### src/rtl/ldst_agu.sv
module ldst_agu #(
  parameter int AW   = 32,
  parameter int IMMW = 12,
  parameter int SHW  = 5
) (
  input  logic            clk,
  input  logic            rst_n,
  input  logic            in_valid,
  input  logic [1:0]      mode,
  input  logic            use_reg,
  input  logic [AW-1:0]   base,
  input  logic [AW-1:0]   pc,
  input  logic [IMMW-1:0] imm,
  input  logic [AW-1:0]   reg_off,
  input  logic            sh_right,
  input  logic [SHW-1:0]  sh_amt,
  input  logic            add_up,
  output logic            out_valid,
  output logic [AW-1:0]   addr,
  output logic [AW-1:0]   new_base,
  output logic            wb_en
);
  localparam logic [1:0] M_PRE   = 2'b00;
  localparam logic [1:0] M_PREWB = 2'b01;
  localparam logic [1:0] M_POST  = 2'b10;
  localparam logic [1:0] M_REL   = 2'b11;

  wire            pcrel   = (mode == M_REL);
  wire            reg_src = use_reg && !pcrel;
  wire [AW-1:0]   imm_x   = {{(AW-IMMW){imm[IMMW-1]}}, imm};
  wire [AW-1:0]   shifted = sh_right ? (reg_off >> sh_amt) : (reg_off << sh_amt);
  wire [AW-1:0]   mag     = reg_src ? shifted : imm_x;
  wire [AW-1:0]   origin  = pcrel ? pc : base;
  wire [AW-1:0]   sum     = (reg_src && !add_up) ? origin - mag : origin + mag;
  wire            wb_d    = (mode == M_PREWB) || (mode == M_POST);
  wire [AW-1:0]   addr_d  = (mode == M_POST) ? base : sum;
  wire [AW-1:0]   nb_d    = wb_d ? sum : base;

  always_ff @(posedge clk) begin
    if (!rst_n) begin
      out_valid <= 1'b0;
      addr      <= '0;
      new_base  <= '0;
      wb_en     <= 1'b0;
    end else begin
      out_valid <= in_valid;
      if (in_valid) begin
        addr     <= addr_d;
        new_base <= nb_d;
        wb_en    <= wb_d;
      end
    end
  end

  wire unused_pre = (M_PRE == mode);
  logic unused_sink;
  assign unused_sink = unused_pre;
endmodule

### config.mk
export PLATFORM = sky130hd
export DESIGN_NAME = ldst_agu
export DESIGN_NICKNAME = d
export VERILOG_FILES = /design/src/rtl/ldst_agu.sv
export SDC_FILE = /design/constraint.sdc
export NUM_CORES = 1
export LEC_CHECK = 0
export ABC_CLOCK_PERIOD_IN_PS = 10500
export BUFFER_PORTS_ARGS = -buffer_cell sky130_fd_sc_hd__buf_2
export CAP_MARGIN = 10
export CORE_MARGIN = 2
export CORE_UTILIZATION = 45
export DETAILED_ROUTE_END_ITERATION = 8
export PLACE_DENSITY = 0.75
export SLEW_MARGIN = 20
export SYNTH_ARGS = -nofsm -noshare
export SYNTH_HDL_FRONTEND = slang
export SYNTH_SLANG_ARGS = --single-unit
### constraint.sdc
create_clock -name clk -period 10.5 [get_ports clk]
set_input_delay 1.05 -clock clk [delete_from_list [all_inputs] [get_ports clk]]
set_output_delay 1.05 -clock clk [all_outputs]
set_load 0.05 [all_outputs]
==> results.txt <==
outcome: finished, final reports clean
global placer's final weighted congestion: 1.030
endpoint type of the worst setup path: flip-flop
number of buffers inserted by port buffering: 186
CP max FO: 59
crit path launch type: primary input
fraction of post-synthesis cell area in the top cell type by area: 15.15%
synthesized area: 9514 um^2
number of enable-type register cells in the synthesized netlist: 0
count of antenna diodes in the layout: 0
DP HPWL: 26,160 um
final period demand of the worst path: 7.498 ns
width of the chip: 149.4 um
syn_area_per_cell: 8.132 um^2
Power per Cell Area: 133.8 nW/um^2
Placed Cells incl. Taps: 1,555
sequential area share after synthesis: 13.89%
global-route usage over all layers: 29.93%
maximum number of pins on one net before global-route repair: 117
worst ir drop on vdd: 0.00006818 V
Clk Latency, worst-skew pair: 0.33 ns
required time reported for the critical path endpoint: 10.74 ns
number of antenna violations at the first check in global routing: 0
unique cell type count in the Yosys netlist: 89
layout overhead on the synthesized area: 13.60%
global-route wire length before repair: 52,610 um
# IOs: 187
TritonCTS clock tree: done
cell type with the highest aggregate area in the netlist: mux4_2
buffer type at the clock tree root: clkbuf_16
worst max-slew margin expressed relative to the limit: 26.24%
final global-route overflow total: 0
initial DRC count: 1,063
final-report setup violation count: 0
dominant register cell in the synthesized netlist: dfxtp_1
post-synthesis cell count: 1,170
starting density of the core: 45.55%
biggest area contributors in the synthesized netlist: mux4_2 15%, dfxtp_1 14%, mux2i_1 6.2%
Syn. warnings: 0
vias in the first global route: 9,375
Worst EP arrival: 7.74 ns
core utilization of the finished layout: 51.74%
commonest cells in the netlist: 135 x nand2_1, 111 x nor2_1, 81 x o21ai_0, 66 x dfxtp_1
count of vias placed by the detailed router: 10.27k
clk sinks: 66
LEAKAGE: 4.518 nW
Post-Syn Nets: 1,326
Cell Count, Final, Fillers Out: 1,571
flip-flop and latch count after synthesis: 66
final period utilization: 71.41%
count of instances resized after the clock tree is built: 0
overall die area: 22,320 um^2
Final Max Slew Viols: 0
DRC violations left: 0
filler cell count: 1,987
number of violations of the max-capacitance limit: 0
Post-CTS Repair Setup Buffers: 0
CTS clk-pin slew, worst paths: 0.06 ns
number of buffers created by CTS: 9
number of hold-repair buffers added at the cts stage: 0
maximum number of buffers from clock root to sink: 2
hold crit path type: flip-flop to flip-flop
RSZ-0062 raised after global routing: false
endpoints failing hold: 0
Antenna Violating Nets Remaining: 0
top achievable clock speed: 133.4 MHz
number of H-tree branching levels: 3
setup TNS: 0 ns
area of the core region: 20,890 um^2
Net count, final: 1,447
most used standard cell by instance count after synthesis: nand2_1
slew at the pin with the worst max-slew slack: 1.102 ns
fraction of registers with async set or reset after synthesis: 0%
clock skew after layout: 0 ns
number of iterations in the first detailed-routing pass: 6
average vias per placed instance: 6.540
WS Path Type: primary input to flip-flop
floorplan row count: 53
share of final-layout standard cells stronger than drive strength 1: 26.93%
Routed WL: 34,420 um
wire length per cell: 21.91 um
height of the chip: 149.4 um
-- cells in the final DEF (no fill, tap or decap), types with 18 or more instances in the layout --
cell type	count
o211ai_1	27
a21oi_1	58
xor2_1	21
ha_1	34
o21ai_0	81
buf_2	184
mux4_2	64
a31oi_1	29
inv_1	26
dfxtp_1	66
nand3_1	21
a211oi_1	18
mux2_2	48
xnor2_1	28
nand2_1	135
nor2_1	111
mux2i_1	59
-- layer usage --
| metal | routed length (um) | global-route usage, % | up-vias |
|---|---|---|---|
| li1 | - | - | 4688 |
| met1 | 13800 | 40.14 | 4827 |
| met2 | 15520 | 47.98 | 660 |
| met3 | 3486 | 4.037 | 99 |
| met4 | 1610 | 13.57 | 0 |
| met5 | 0 | 0 | - |
-- final timing paths --
kind	from	endpoint	slack [ns]	cells past startpoint
worst min register to register	new_base[4]$_SDFFE_PN0P_	new_base[4]$_SDFFE_PN0P_	0.49	2
worst max-delay path	sh_amt[0]	addr[31]$_SDFFE_PN0P_	3.00	24
worst max register to register	addr[25]$_SDFFE_PN0P_	addr[25]$_SDFFE_PN0P_	9.70	2
worst min-delay path	new_base[4]$_SDFFE_PN0P_	new_base[4]$_SDFFE_PN0P_	0.49	2
-- layout make-up --
type | instances | area [um^2] | area share (%)
Clock buffer | 9 | 225.2 | 2.084
Clock inverter | 7 | 98.84 | 0.9146
Inverter | 33 | 123.9 | 1.146
Multi-Input combinational cell | 981 | 7654 | 70.81
Sequential cell | 66 | 1321 | 12.23
Tap cell | 275 | 344.1 | 3.184
Timing Repair Buffer | 200 | 1041 | 9.632
-- power by group --
group | switching [mW] | total (mW) | internal, mW
registers | 0.0178 | 0.300 | 0.282
clock network | 0.118 | 0.327 | 0.209
logic | 0.521 | 0.819 | 0.298
total | 0.657 | 1.45 | 0.790
-- per-stage QoR --
| stage | setup slack, ns | power [mW] | hold WS [ns] | area (um^2) |
|---|---|---|---|---|
| after floorplan | 4.132 | 0.9016 | 0.7003 | 9514 |
| after global placement | 2.864 | 1.096 | 0.4716 | 10480 |
| after detailed placement | 2.701 | 1.106 | 0.4810 | 10480 |
| after CTS | 3.028 | 1.434 | 0.4891 | 10810 |
| after global routing | 2.424 | 1.522 | 0.5032 | 10810 |
| final | 3.002 | 1.447 | 0.4864 | 10810 |
-- logic make-up after synthesis --
kind of cell | after synthesis | synth area share, %
xor+xnor | 50 | 4.748
mux | 180 | 28.58
buf+inv | 123 | 5.747
fa+ha+maj | 35 | 4.682
compound gates | 343 | 24.26
flops | 66 | 13.89
simple gates | 373 | 18.10
-- worst max-delay path: stages --
cell      delay, ns
buf_4          0.69
buf_4          0.53
mux4_2         0.60
mux2_2         0.28
a21oi_1        0.14
o221ai_1       0.25
o21ai_0        0.17
ha_1           0.22
inv_1          0.06
nor4_1         0.33
and2_1         0.24
nand4_1        0.16
nor2_1         0.32
nor2_1         0.10
xnor2_1        0.20
ha_1           0.46
nand3_1        0.16
or3b_2         0.47
o21ai_0        0.29
a31o_2         0.20
a21oi_1        0.07
xnor3_1        0.39
nand2_1        0.07
a311oi_2       0.28
-- flip-flops by register name, indices dropped and copies added (netlist names) --
name       count
wb_en          1
out_valid      1
new_base      32
addr          32
(Power assumes the default switching activity.)
